[src/rtl/eeprom_seq_pkg.sv]
package eeprom_seq_pkg;
  localparam int WORD_W    = 16;
  localparam int EE_AW     = 6;
  localparam int RID_W     = 3;
  localparam int HA_W      = 3;
  localparam int CMD_BITS  = 3 + EE_AW;
  localparam int FRAME_MAX = CMD_BITS + WORD_W;
  localparam int CNT_W     = $clog2(FRAME_MAX + 1);

  localparam logic [HA_W-1:0] HA_CTL = '0;
  localparam int CTL_STORE  = 0;
  localparam int CTL_RELOAD = 1;
  localparam int CTL_SEL    = 2;

  localparam logic [1:0] OP_READ  = 2'b10;
  localparam logic [1:0] OP_WRITE = 2'b01;
  localparam logic [1:0] OP_EWEN  = 2'b00;
  localparam logic [EE_AW-1:0] EWEN_ADDR  = 6'b110000;
  localparam logic [EE_AW-1:0] EE_GP_ADDR = 6'd32;

  localparam logic [RID_W-1:0] RID_GP = 3'd5;

  typedef enum logic [2:0] {
    S_IDLE, S_LAUNCH, S_EWEN, S_GAP_A, S_XFER, S_GAP_B, S_POLL, S_NEXT
  } seq_state_t;

  // register id of the idx-th word moved by an operation
  function automatic logic [RID_W-1:0] word_rid(input logic sel_gp,
                                                input logic [RID_W-1:0] idx);
    return sel_gp ? RID_GP : idx;
  endfunction

  // number of words an operation moves
  function automatic logic [RID_W-1:0] word_total(input logic sel_gp,
                                                  input logic is_store);
    if (sel_gp) return 3'd1;
    return is_store ? 3'd2 : 3'd5;
  endfunction

  function automatic logic [EE_AW-1:0] ee_addr_of(input logic [RID_W-1:0] rid);
    return (rid == RID_GP) ? EE_GP_ADDR : EE_AW'(rid);
  endfunction

  function automatic logic [FRAME_MAX-1:0] cmd_frame(input logic [1:0] op,
                                                     input logic [EE_AW-1:0] addr,
                                                     input logic [WORD_W-1:0] data);
    return {1'b1, op, addr, data};
  endfunction
endpackage

[src/rtl/mw_clkdiv.sv]
module mw_clkdiv #(
  parameter int DIV = 25
) (
  input  logic clk,
  input  logic rst_n,
  input  logic run,
  output logic tick
);
  localparam int DW = (DIV > 1) ? $clog2(DIV) : 1;
  localparam logic [DW-1:0] LAST = DW'(DIV - 1);

  logic [DW-1:0] cnt;

  always_ff @(posedge clk or negedge rst_n) begin
    if (!rst_n)                    cnt <= '0;
    else if (!run || cnt == LAST)  cnt <= '0;
    else                           cnt <= cnt + 1'b1;
  end

  assign tick = run && (cnt == LAST);
endmodule

[src/rtl/mw_frame.sv]
module mw_frame
  import eeprom_seq_pkg::*;
(
  input  logic                 clk,
  input  logic                 rst_n,
  input  logic                 tick,
  input  logic                 start,
  input  logic [FRAME_MAX-1:0] tx,
  input  logic [CNT_W-1:0]     nbits,
  input  logic                 ee_do,
  output logic                 cs,
  output logic                 sk,
  output logic                 di,
  output logic                 done,
  output logic [WORD_W-1:0]    rx
);
  logic                 active;
  logic [FRAME_MAX-1:0] sh;
  logic [CNT_W-1:0]     left;
  logic                 last_bit;

  assign last_bit = (left == CNT_W'(1));

  always_ff @(posedge clk or negedge rst_n) begin
    if (!rst_n) begin
      active <= 1'b0;
      sk     <= 1'b0;
      done   <= 1'b0;
      sh     <= '0;
      left   <= '0;
      rx     <= '0;
    end else begin
      done <= 1'b0;
      if (start && !active) begin
        active <= 1'b1;
        sk     <= 1'b0;
        sh     <= tx;
        left   <= nbits;
      end else if (active && tick) begin
        if (!sk) begin
          sk <= 1'b1;
          rx <= {rx[WORD_W-2:0], ee_do};
        end else begin
          sk <= 1'b0;
          if (last_bit) begin
            active <= 1'b0;
            done   <= 1'b1;
          end else begin
            left <= left - 1'b1;
            sh   <= {sh[FRAME_MAX-2:0], 1'b0};
          end
        end
      end
    end
  end

  assign cs = active;
  assign di = active & sh[FRAME_MAX-1];

  AST_SK_INSIDE_CS: assert property (@(posedge clk) disable iff (!rst_n)
    sk |-> cs);
  AST_DI_HELD_HIGH: assert property (@(posedge clk) disable iff (!rst_n)
    (cs && sk) |=> (!sk || $stable(di)));
endmodule

[src/rtl/ee_reg_file.sv]
module ee_reg_file
  import eeprom_seq_pkg::*;
(
  input  logic              clk,
  input  logic              rst_n,
  input  logic              lock,
  input  logic              host_we,
  input  logic [RID_W-1:0]  host_rid,
  input  logic [WORD_W-1:0] host_wdata,
  input  logic              ld_en,
  input  logic [RID_W-1:0]  ld_rid,
  input  logic [WORD_W-1:0] ld_data,
  input  logic [RID_W-1:0]  rid_a,
  output logic [WORD_W-1:0] rd_a,
  input  logic [RID_W-1:0]  rid_b,
  output logic [WORD_W-1:0] rd_b
);
  localparam int NREG = int'(RID_GP) + 1;

  logic [NREG-1:0][WORD_W-1:0] regs;

  always_ff @(posedge clk or negedge rst_n) begin
    if (!rst_n) begin
      regs <= '0;
    end else begin
      for (int k = 0; k < NREG; k++) begin
        if (ld_en && ld_rid == RID_W'(k))
          regs[k] <= ld_data;
        else if (host_we && !lock && host_rid == RID_W'(k))
          regs[k] <= host_wdata;
      end
    end
  end

  assign rd_a = (int'(rid_a) < NREG) ? regs[rid_a] : '0;
  assign rd_b = (int'(rid_b) < NREG) ? regs[rid_b] : '0;

  AST_LOCKED_HOLD: assert property (@(posedge clk) disable iff (!rst_n)
    (lock && !ld_en) |=> $stable(regs));
endmodule

[src/rtl/eeprom_xfer_seq.sv]
module eeprom_xfer_seq
  import eeprom_seq_pkg::*;
#(
  parameter int CLK_DIV = 25
) (
  input  logic              clk,
  input  logic              rst_n,
  input  logic              cpu_wr,
  input  logic [HA_W-1:0]   cpu_addr,
  input  logic [WORD_W-1:0] cpu_wdata,
  output logic [WORD_W-1:0] cpu_rdata,
  output logic              bus_lock,
  output logic              ee_cs,
  output logic              ee_sk,
  output logic              ee_di,
  input  logic              ee_do
);
  seq_state_t           state;
  logic                 is_store;
  logic                 sel_gp;
  logic                 ewen_sent;
  logic [RID_W-1:0]     idx;

  logic                 tick;
  logic                 fr_start;
  logic                 fr_cs;
  logic                 fr_done;
  logic [FRAME_MAX-1:0] fr_tx;
  logic [CNT_W-1:0]     fr_nbits;
  logic [WORD_W-1:0]    fr_rx;
  logic [WORD_W-1:0]    st_data;
  logic [WORD_W-1:0]    host_rd;
  logic [RID_W-1:0]     cur_rid;
  logic [RID_W-1:0]     host_rid;
  logic [EE_AW-1:0]     cur_addr;

  // named internal events
  logic ctl_hit, op_start, last_word, op_finish, wr_start, ld_en, host_we;

  assign bus_lock  = (state != S_IDLE);
  assign cur_rid   = word_rid(sel_gp, idx);
  assign cur_addr  = ee_addr_of(cur_rid);
  assign host_rid  = RID_W'(cpu_addr - HA_W'(1));
  assign ctl_hit   = cpu_wr && (cpu_addr == HA_CTL);
  assign host_we   = cpu_wr && (cpu_addr != HA_CTL);
  assign op_start  = ctl_hit && !bus_lock &&
                     (cpu_wdata[CTL_RELOAD] || cpu_wdata[CTL_STORE]);
  assign last_word = (idx == word_total(sel_gp, is_store) - 1'b1);
  assign op_finish = (state == S_NEXT) && tick && last_word;
  assign wr_start  = (state == S_GAP_A) && tick;
  assign ld_en     = (state == S_XFER) && fr_done && !is_store;

  mw_clkdiv #(.DIV(CLK_DIV)) u_div (
    .clk(clk), .rst_n(rst_n), .run(bus_lock), .tick(tick)
  );

  always_comb begin
    fr_start = 1'b0;
    fr_tx    = '0;
    fr_nbits = '0;
    if (state == S_LAUNCH) begin
      fr_start = 1'b1;
      if (is_store) begin
        fr_tx    = cmd_frame(OP_EWEN, EWEN_ADDR, '0);
        fr_nbits = CNT_W'(CMD_BITS);
      end else begin
        fr_tx    = cmd_frame(OP_READ, cur_addr, '0);
        fr_nbits = CNT_W'(FRAME_MAX);
      end
    end else if (wr_start) begin
      fr_start = 1'b1;
      fr_tx    = cmd_frame(OP_WRITE, cur_addr, st_data);
      fr_nbits = CNT_W'(FRAME_MAX);
    end
  end

  mw_frame u_frame (
    .clk(clk), .rst_n(rst_n), .tick(tick), .start(fr_start),
    .tx(fr_tx), .nbits(fr_nbits), .ee_do(ee_do),
    .cs(fr_cs), .sk(ee_sk), .di(ee_di), .done(fr_done), .rx(fr_rx)
  );

  ee_reg_file u_regs (
    .clk(clk), .rst_n(rst_n), .lock(bus_lock),
    .host_we(host_we), .host_rid(host_rid), .host_wdata(cpu_wdata),
    .ld_en(ld_en), .ld_rid(cur_rid), .ld_data(fr_rx),
    .rid_a(host_rid), .rd_a(host_rd),
    .rid_b(cur_rid), .rd_b(st_data)
  );

  always_ff @(posedge clk or negedge rst_n) begin
    if (!rst_n) begin
      state     <= S_LAUNCH;
      is_store  <= 1'b0;
      sel_gp    <= 1'b0;
      idx       <= '0;
      ewen_sent <= 1'b0;
    end else begin
      case (state)
        S_IDLE: if (ctl_hit) begin
          sel_gp <= cpu_wdata[CTL_SEL];
          idx    <= '0;
          if (cpu_wdata[CTL_RELOAD]) begin
            is_store <= 1'b0;
            state    <= S_LAUNCH;
          end else if (cpu_wdata[CTL_STORE]) begin
            is_store <= 1'b1;
            state    <= S_LAUNCH;
          end
        end
        S_LAUNCH: state <= is_store ? S_EWEN : S_XFER;
        S_EWEN: if (fr_done) begin
          ewen_sent <= 1'b1;
          state     <= S_GAP_A;
        end
        S_GAP_A: if (tick) begin
          ewen_sent <= 1'b0;
          state     <= S_XFER;
        end
        S_XFER:  if (fr_done) state <= is_store ? S_GAP_B : S_NEXT;
        S_GAP_B: if (tick) state <= S_POLL;
        S_POLL:  if (ee_do) state <= S_NEXT;
        S_NEXT: if (tick) begin
          if (last_word) begin
            state <= S_IDLE;
          end else begin
            idx   <= idx + 1'b1;
            state <= S_LAUNCH;
          end
        end
        default: state <= S_IDLE;
      endcase
    end
  end

  assign ee_cs = fr_cs | (state == S_POLL);

  always_comb begin
    if (bus_lock)
      cpu_rdata = (cpu_addr == HA_CTL) ? {{(WORD_W-2){1'b0}}, 2'b11} : '0;
    else if (cpu_addr == HA_CTL)
      cpu_rdata = {{(WORD_W-3){1'b0}}, sel_gp, 2'b00};
    else
      cpu_rdata = host_rd;
  end

  AST_START_LOCKS: assert property (@(posedge clk) disable iff (!rst_n)
    op_start |=> bus_lock);
  AST_FINISH_FREES: assert property (@(posedge clk) disable iff (!rst_n)
    op_finish |=> !bus_lock);
  AST_POLL_WAITS: assert property (@(posedge clk) disable iff (!rst_n)
    (state == S_POLL && !ee_do) |=> (state == S_POLL && ee_cs && !ee_sk));
  AST_EWEN_FIRST: assert property (@(posedge clk) disable iff (!rst_n)
    wr_start |-> ewen_sent);
endmodule

[config.mk]
export PLATFORM = sky130hd
export DESIGN_NAME = eeprom_xfer_seq
export DESIGN_NICKNAME = d
export VERILOG_FILES = /design/src/rtl/eeprom_seq_pkg.sv /design/src/rtl/mw_clkdiv.sv /design/src/rtl/mw_frame.sv /design/src/rtl/ee_reg_file.sv /design/src/rtl/eeprom_xfer_seq.sv
export SDC_FILE = /design/constraint.sdc
export NUM_CORES = 1
export LEC_CHECK = 0
export ABC_CLOCK_PERIOD_IN_PS = 8350
export BUFFER_PORTS_ARGS = -buffer_cell sky130_fd_sc_hd__buf_2
export CAP_MARGIN = 30
export CORE_UTILIZATION = 27
export CTS_CLUSTER_DIAMETER = 40
export CTS_CLUSTER_SIZE = 10
export DETAILED_ROUTE_END_ITERATION = 10
export HOLD_SLACK_MARGIN = 0.08
export PLACE_DENSITY = 0.41
export SYNTH_ARGS = -nofsm -noshare
export SYNTH_HDL_FRONTEND = slang
export SYNTH_SLANG_ARGS = --single-unit
[constraint.sdc]
create_clock -name clk -period 8.35 [get_ports clk]
set_input_delay 0 -clock clk [delete_from_list [all_inputs] [get_ports clk]]
set_output_delay 0 -clock clk [all_outputs]
set_load 0.01 [all_outputs]
==> impl_metrics.ini, run 1 <==
[setup_path]
startpoint_type = register
crit_type = reg2reg
cpMostUsedCell = nand2_1
worstPathRequired_ns = 8.68
r2r_end = u_frame.sh[20]
crit_chain = or3_1 > and3_1 > nand2_1 > nand2_1 > o22a_1
cp_max_fo = 24
crit_start = state[1]
worstPathArrival_ns = 3.61
slowest_stage = nand2_1
cp-end-kind = register
r2r_start = state[1]
critPathMaxStageDelay_ns = 0.66
reg2reg_depth = 5
r2r_setup_slack_ns = 5.06

[place]
dpl.hpwl_um = 18300
port-buffer-count = 42
gp_congestion = 0.753
dp_slack_ns = 5.00

[global_routing]
grt_pass1_vias = 7001
grt_overflow_total = 0
grt_max_degree = 62
grt_pass1_wl_um = 46000
antenna_found_initial = 0
grt_util_all_layers = 0.183

[timing]
rsz0062_at_grt = false
hold-worst-slack_ns = 0.123
finalHoldViolations = 0
tightest_slew_ns = 0.945
fin_crit_sh = 0.394
fin_skew_ns = 0.0141
setup_viol = 0
relSlewSlack = 0.369
max_freq_mhz = 304
slew_viol_final = 0
layout_setup_ws_ns = 5.06
period_minus_slack_ns = 3.29
fin_setup_tns_ns = 0

[logic_synthesis]
avgSynthCellArea_um2 = 10.2
yosys_most_used_dff = dfrtp_1
async_flop_share = 1.00
synth_edf_count = 0
syn_nets = 918
seq_area_frac_synth = 0.438
synth_seq_cells = 158
syn_area_mm2 = 0.00902
ys_warn_count = 0
ys_types = 64
syn_inst = 884

[pwr]
vdd_drop_max_mv = 0.173
internal_power_mw = 2.00
p_comb_frac = 0.325
leakagePower_nw = 4.37
clkPwrFrac = 0.258
p_seq_frac = 0.417
switching_share = 0.372
switchingPower_mw = 1.18
power.density_mw_per_mm2 = 303

[detailed_routing]
post_drt_via_cell_ratio = 5.14
post-route-drc-count = 0
routed_wl_um = 29500
wl_per_cell_um = 21.5
drt_iter0_drc = 497
drt_pass1_iterations = 5
final_antenna_net_count = 0
vias = 7060

[clocking]
clk_latency_ns = 0.44
clock_path_buffers = 2
cts_root_buffer = clkbuf_16
cts-htree-levels = 4
numCtsBuffers = 17
cts_post_setup_buffers_inserted = 0
hold_buffers = 19
clk_pin_slew_ns = 0.07
cts_resized = 0
cts_num_sinks = 158
tritoncts = done

[final_layout]
diodes = 0
layout.cells.most_common = dfrtp_1
nets = 952
final_util = 0.321
nFillCells = 3396
areaGrowthSynthToFinish_pct = 16.2
drive_gt1_frac = 0.174
final_cell_mix = dfrtp_1 (156), mux2i_1 (111), nand2_1 (86)

[die]
ios = 43
num_rows = 66
start_util = 0.276
die_w_um = 185
die-area_mm2 = 0.0342
die_h_um = 185
core_area_mm2 = 0.0327

[flow_run]
max-cap-violations = 0

[status]
status = finished, final reports clean

[hold_path]
min_path_type = in2async
==> per-stage QoR <==
stage	std cells	area, um^2	total power [mW]
6_report	1373	10500	3.18
5_1_grt	1373	10500	3.39
3_5_place_dp	1322	9700	2.36
2_1_floorplan	884	9020	2.01
4_1_cts	1373	10500	3.20
3_3_place_gp	1320	9670	2.33
==> cell type report <==
cell class / instances / area, um^2 / area share
clock buffer: 17 / 425 / 0.0405
sequential: 158 / 3960 / 0.377
tap: 442 / 553 / 0.0527
clock inverter: 15 / 175 / 0.0167
inverter: 13 / 48.8 / 0.00465
timing repair buffer: 84 / 597 / 0.0569
multi-input combinational: 644 / 4740 / 0.451
==> sequential cells by signal, summed over array words and instances (netlist names) <==
register,flops
idx,3
u_frame.cs,1
u_frame.sk,1
sel_gp,1
state,3
u_frame.sh,25
u_frame.done,1
u_frame.left,5
u_frame.rx,16
u_regs.regs,96
is_store,1
u_div.cnt,5
==> critical path: cells and delay by family, from the launching register on <==
| family | cells | cell delay (ns) |
|---|---|---|
| and+or+nand+nor | 4 | 2.23 |
| DFF | 1 | 0.54 |
| AOI/OAI and AO/OA | 1 | 0.40 |
==> power by group through the flow <==
stage / registers, mW / logic, mW / clock network [mW]
after global routing: 1.36 / 1.15 / 0.877
after floorplan: 1.21 / 0.795 / 0
after detailed placement: 1.33 / 1.03 / 0
after global placement: 1.35 / 0.978 / 0
final: 1.33 / 1.03 / 0.819
after CTS: 1.32 / 1.04 / 0.842
==> synth_stat cells, drive strengths merged (2+ instances only) <==
cell type / count / area share
and2: 3 / 0.0021
and3: 4 / 0.0028
o32ai: 4 / 0.0039
clkbuf: 49 / 0.020
o22a: 2 / 0.0019
ha: 11 / 0.015
mux4: 17 / 0.042
nor2: 54 / 0.024
dfrtp: 157 / 0.44
and4b: 2 / 0.0022
nor2b: 6 / 0.0042
nand3: 24 / 0.013
a2bb2oi: 15 / 0.015
a21oi: 45 / 0.025
or3: 2 / 0.0014
nor3b: 2 / 0.0017
a22o: 17 / 0.016
mux2i: 111 / 0.12
a31oi: 2 / 0.0014
nor3: 10 / 0.0086
a21boi: 2 / 0.0017
o2bb2ai: 15 / 0.015
inv: 13 / 0.0054
nand2b: 5 / 0.0035
nand2: 86 / 0.036
mux2: 33 / 0.041
xor2: 4 / 0.0039
nor4b: 3 / 0.0029
a21o: 17 / 0.014
o21a: 2 / 0.0017
a211oi: 2 / 0.0017
or2: 2 / 0.0017
a221o: 4 / 0.0044
nand3b: 2 / 0.0017
a22oi: 28 / 0.023
o21ai: 92 / 0.051
buf: 20 / 0.014
==> kinds of logic (layout without fill, tap and decap cells) <==
| logic type | after synthesis | count (layout) | share of synthesized area |
|---|---|---|---|
| AOI/OAI and AO/OA | 257 | 257 | 0.185 |
| and+or+nand+nor | 210 | 210 | 0.110 |
| muxes | 161 | 161 | 0.207 |
| DFF | 158 | 158 | 0.438 |
| buffers and inverters | 82 | 129 | 0.0401 |
| adders and majority gates | 11 | 11 | 0.0153 |
| xor gates and xnor gates | 5 | 5 | 0.00485 |
==> worst max path at each step <==
stage,to,slack [ns],depth (start not counted)
floorplan,cpu_rdata[10],5.10,12
global placement,u_frame.sh[20],5.09,5
detailed placement,u_frame.sh[20],5.00,5
CTS,u_frame.sh[20],4.98,5
global route,u_frame.sh[20],4.69,5
finish,u_frame.sh[20],5.06,5
==> metal layers <==
metal | global-route usage | share of wire | wire, um
met4 | 0.0502 | 0.016 | 472
met2 | 0.295 | 0.48 | 14200
met1 | 0.253 | 0.47 | 14000
met5 | 0 | 0 | 0
met3 | 0.0301 | 0.029 | 845
Power figures use the tool's default switching activity.
==> run 2: changes to the inputs <==
Settings changed: ABC_CLOCK_PERIOD_IN_PS 8350 to 3200.
Clock period 8.35 ns to 3.2 ns, I/O delays scaled along.
==> run 2 against run 1 <==
Non-clock buffer count grew 16. Setup slack lost 4.3 ns. Hold slack lost 0.015 ns. Maximum frequency grew 34%. Flip-flop and latch count is the same. Count of clock-buffer cells in the layout grew 1. Clock skew grew 0.0033 ns. Core utilization grew 0.21 points. Power grew to 2.6 times the previous value. Critical endpoint is now u_frame.left[1].
==> impl_metrics.ini, run 2 (same netlist as run 1, synthesis figures left out) <==
[timing]
layout_setup_ws_ns = 0.741
fin_skew_ns = 0.0175
slew_viol_final = 0
rsz0062_at_grt = false
period_minus_slack_ns = 2.46
max_freq_mhz = 407
setup_viol = 0
finalHoldViolations = 0
hold-worst-slack_ns = 0.108
fin_crit_sh = 0.768
tightest_slew_ns = 0.811
relSlewSlack = 0.458
fin_setup_tns_ns = 0

[detailed_routing]
final_antenna_net_count = 0
drt_iter0_drc = 379
routed_wl_um = 30100
drt_pass1_iterations = 7
vias = 7181
wl_per_cell_um = 21.6
post_drt_via_cell_ratio = 5.17
post-route-drc-count = 0

[setup_path]
critPathMaxStageDelay_ns = 0.63
slowest_stage = dfstp_2
r2r_end = u_frame.left[1]
crit_type = reg2reg
cp-end-kind = register
r2r_setup_slack_ns = 0.74
crit_chain = or3_1 > and3_1 > nand2_1 > nand2_1 > o22ai_1
worstPathRequired_ns = 3.47
startpoint_type = register
r2r_start = state[0]
cp.depth = 5
cpMostUsedCell = nand2_1
cp_max_fo = 18
worstPathArrival_ns = 2.73
reg2reg_depth = 5
path_delay_family = simple AND/OR/NAND/NOR gates
cp_num_buf_inv = 0
crit_path_end = u_frame.left[1]
crit_start = state[0]

[final_layout]
ff_latch_area_mm2 = 0.00396
final_util = 0.323
postLayoutCellArea_mm2 = 0.0106
reg_top3 = u_regs.regs (96), u_frame.sh (25), u_frame.rx (16)
final_cell_mix = dfrtp_1 (156), mux2i_1 (111), nand2_1 (86)
largest_reg_flops = 96
nFillCells = 3442
layout.cells.most_common = dfrtp_1
top_register = u_regs.regs
fin_cells = 1389
diodes = 0
drive_gt1_frac = 0.185
areaGrowthSynthToFinish_pct = 17.0
multiInputGateArea_mm2 = 0.00473
nets = 968

[clocking]
numCtsBuffers = 17
cts_post_setup_buffers_inserted = 0
tritoncts = done
hold_buffers = 19
clock_path_buffers = 2
clk_latency_ns = 0.44
clk_pin_slew_ns = 0.07
cts-htree-levels = 4
cts_num_sinks = 158
cts_root_buffer = clkbuf_16
cts_resized = 0

[pwr]
power.density_mw_per_mm2 = 772
leakagePower_nw = 4.44
p_comb_frac = 0.342
switching_share = 0.377
switchingPower_mw = 3.08
p_seq_frac = 0.414
vdd_drop_max_mv = 0.417
clkPwrFrac = 0.244
internal_power_mw = 5.08
power_mw = 8.15

[global_routing]
grt_pass1_wl_um = 46300
grt_max_degree = 66
antenna_found_initial = 0
grt_pass1_vias = 7131
grt_overflow_total = 0
grt_util_all_layers = 0.184

[hold_path]
min_path_type = in2reg
hold_start = cpu_wr

[die]
core_area_mm2 = 0.0327
die-area_mm2 = 0.0342
die_h_um = 185
die_w_um = 185
num_rows = 66
ios = 43
start_util = 0.276

[place]
dpl.hpwl_um = 18600
gp_congestion = 0.735
port-buffer-count = 42
dpl_cell_area_mm2 = 0.00982
post-place-cells = 1338
dp_slack_ns = 0.687

[flow_run]
max-cap-violations = 0

[status]
status = finished, final reports clean
==> run 2: layout make-up <==
type	count	share of cell area
Inverter	13	0.00462
Tap cell	442	0.0524
Sequential cell	158	0.375
Multi-Input combinational cell	644	0.448
Clock buffer	18	0.0406
Clock inverter	14	0.0115
Timing Repair Buffer	100	0.0686
==> run 2: power groups by stage <==
stage,clock network (mW),logic [mW],registers (mW)
global route,2.13,3.11,3.48
global placement,0,2.75,3.40
detailed placement,0,2.78,3.40
finish,1.99,2.79,3.38
floorplan,0,2.07,3.16
CTS,2.05,2.82,3.37
==> run 2: how the worst min path moves through the flow <==
stage | endpoint | slack [ns] | depth (start not counted)
after CTS | sel_gp | 0.09 | 4
after global placement | u_div.cnt[3] | 0.02 | 1
after global routing | u_regs.regs[16] | 0.14 | 5
after floorplan | idx[0] | -0.30 | 0
after detailed placement | u_div.cnt[3] | 0.02 | 1
final | u_regs.regs[16] | 0.11 | 5
==> run 2: tightest hold or removal path: stages <==
cell     delay [ns]
buf_2          0.14
nand2_1        0.08
nor3_2         0.04
nor2_1         0.13
a21o_1         0.12
==> run 2: per-layer routing <==
| metal | GRT usage | share of wire |
|---|---|---|
| met5 | 0 | 0 |
| met4 | 0.0519 | 0.017 |
| met3 | 0.0262 | 0.039 |
| met2 | 0.293 | 0.46 |
| met1 | 0.260 | 0.48 |
==> run 3: changes to the inputs <==
Settings changed: ABC_AREA set to 1, ABC_CLOCK_PERIOD_IN_PS 3200 to 2100, PLACE_DENSITY 0.41 to 0.43.
Clock period 3.2 ns to 2.1 ns, I/O delays scaled along.
==> run 3 against run 2 <==
Count of clock-buffer cells in the layout up 1. Global-route usage rose by 1.8 points. Non-clock buffer count rose by 29. Critical path type is now reg2out.
==> impl_metrics.ini, run 3 <==
[status]
status = finished, final reports clean

[pwr]
leakagePower_nw = 5.76
vdd_drop_max_mv = 0.685
power.density_mw_per_mm2 = 1260

[detailed_routing]
wl_per_cell_um = 18.2
post-route-drc-count = 0
wl_met2_um = 16100
drt_pass1_iterations = 5
drt_iter0_drc = 698
wl_met1_um = 16900
post_drt_via_cell_ratio = 4.86
top_layer = met4
route.met3.wl_um = 1870
vias = 9486
final_antenna_net_count = 0
routed_wl_um = 35400

[logic_synthesis]
avgSynthCellArea_um2 = 6.92
yosys_most_used_dff = dfrtp_1
synth_most_common_cell = nand2_1
synth_area_leaders = dfrtp_1 (40%), nand2_1 (18%), o21ai_0 (6.9%)
seq_area_frac_synth = 0.406
synth_edf_count = 0
async_flop_share = 1.00
ys_warn_count = 0
synth_seq_cells = 158
synthTopCellsByCount = nand2_1 (475), dfrtp_1 (157), inv_1 (146)
synth_area_leader_cell = dfrtp_1
syn_inst = 1407
syn_area_mm2 = 0.00974
syn_nets = 1441
ys_types = 40
synth_top_area_frac = 0.403

[final_layout]
largest_reg_flops = 96
final_cell_mix = nand2_1 (472), dfrtp_1 (156), inv_1 (144)
diodes = 0
drive_gt1_frac = 0.126
nets = 1511
areaGrowthSynthToFinish_pct = 22.0
fin_cells = 1950
layout.cells.most_common = nand2_1
reg_top3 = u_regs.regs (96), u_frame.sh (25), u_frame.rx (16)
top_register = u_regs.regs

[place]
post-place-cells = 1892
gp_congestion = 0.844
port-buffer-count = 42
dpl.hpwl_um = 25100

[clocking]
numCtsBuffers = 17
cts_num_sinks = 158
clock_path_buffers = 2
tritoncts = done
clk_latency_ns = 0.45
cts-htree-levels = 4
cts_root_buffer = clkbuf_16
clk_pin_slew_ns = 0.06

[setup_path]
worstPathRequired_ns = 2.10
cp_num_buf_inv = 5
critPathMaxStageDelay_ns = 0.44
cp_max_fo = 6
r2r_setup_slack_ns = 0.11
worstPathArrival_ns = 2.03
r2r_start = state[1]
cpMostUsedCell = buf_6
reg2reg_depth = 7
crit_start = state[1]
crit_chain = inv_2 > nand2_2 > nor2_4 > buf_6 > nand2_8 > buf_12 > a311oi_2 > buf_4 > buf_6
r2r_end = is_store
slowest_stage = dfrtp_2
path_delay_family = buffers and inverters
startpoint_type = register
crit_type = reg2out
cp-end-kind = output pin

[timing]
fin_crit_sh = 0.964
relSlewSlack = 0.577
finalHoldViolations = 0
max_freq_mhz = 494
hold-worst-slack_ns = 0.110
tightest_slew_ns = 0.635
fin_setup_tns_ns = 0
fin_skew_ns = 0.0147
setup_viol = 0
period_minus_slack_ns = 2.03
slew_viol_final = 0

[die]
die_w_um = 192
die_h_um = 192
start_util = 0.274
num_rows = 69
core_area_mm2 = 0.0356
die-area_mm2 = 0.0368
ios = 43

[flow_run]
max-cap-violations = 0

[global_routing]
grt_pass1_vias = 9187
grt_pass1_wl_um = 56000
antenna_found_initial = 0
grt_max_degree = 61
grt_util_all_layers = 0.203
grt_overflow_total = 0

[hold_path]
min_path_type = in2async
run 3: cell count changes in the layout (fill, tap and decap cells not counted), moves of 66 or more:
cell     delta
inv_1     +131
nand2_1   +386
o21ai_0    +66
mux2i_1   -111
nand3_1    +93
run 3: cell type report:
| class | count | area [um^2] |
|---|---|---|
| Fill cell | 3844 | 23700 |
| Tap cell | 461 | 577 |
| Clock buffer | 19 | 443 |
| Sequential cell | 158 | 3960 |
| Multi-Input combinational cell | 1016 | 5000 |
| Inverter | 155 | 582 |
| Clock inverter | 12 | 163 |
| Timing Repair Buffer | 129 | 1160 |
run 3: kinds of logic after synthesis:
kind of cell	after synthesis	synth area share
DFF	158	0.406
xor gates and xnor gates	4	0.00360
adders and majority gates	11	0.0141
AOI/OAI and AO/OA	281	0.170
buffers and inverters	233	0.0975
and+or+nand+nor	720	0.309
run 3: worst max-delay path by stage:
stage                          to  depth (start not counted)
floorplan           cpu_rdata[10]                         10
global placement    cpu_rdata[14]                         10
detailed placement   cpu_rdata[6]                         10
CTS                  cpu_rdata[4]                          9
global route         cpu_rdata[5]                         11
finish              cpu_rdata[15]                          9
run 3: metal layers:
metal | track usage | vias to the layer above
met3 | 0.0411 | 33
met1 | 0.283 | 4548
li1 | - | 4696
met4 | 0.0507 | 0
met5 | 0 | -
met2 | 0.319 | 209
run 3: metrics by stage:
stage               power, mW  setup slack (ns)  utilization  instance area, um^2
floorplan                9.06            0.0814            -                 9740
finish                   15.0            0.0749        0.334                11900
global placement         11.3           -0.0156        0.304                10800
CTS                      15.0           0.00774        0.333                11800
detailed placement       11.3          -0.00495        0.304                10800
global route             16.2           -0.0130        0.334                11900
run 3: timing repair:
item,CTS,global route
endpoints found under the hold margin,235,0
gates cloned,1,0
resized for setup,27,11
setup buffers,3,1
pin swaps,6,0
endpoints found under the setup margin,13,66
hold buffers,23,0
run 3: power by group:
group	leakage [nW]	internal (mW)	switching, mW
clock	0.278	1.90	1.39
combinational	3.53	2.40	4.17
sequential	1.96	4.28	0.834
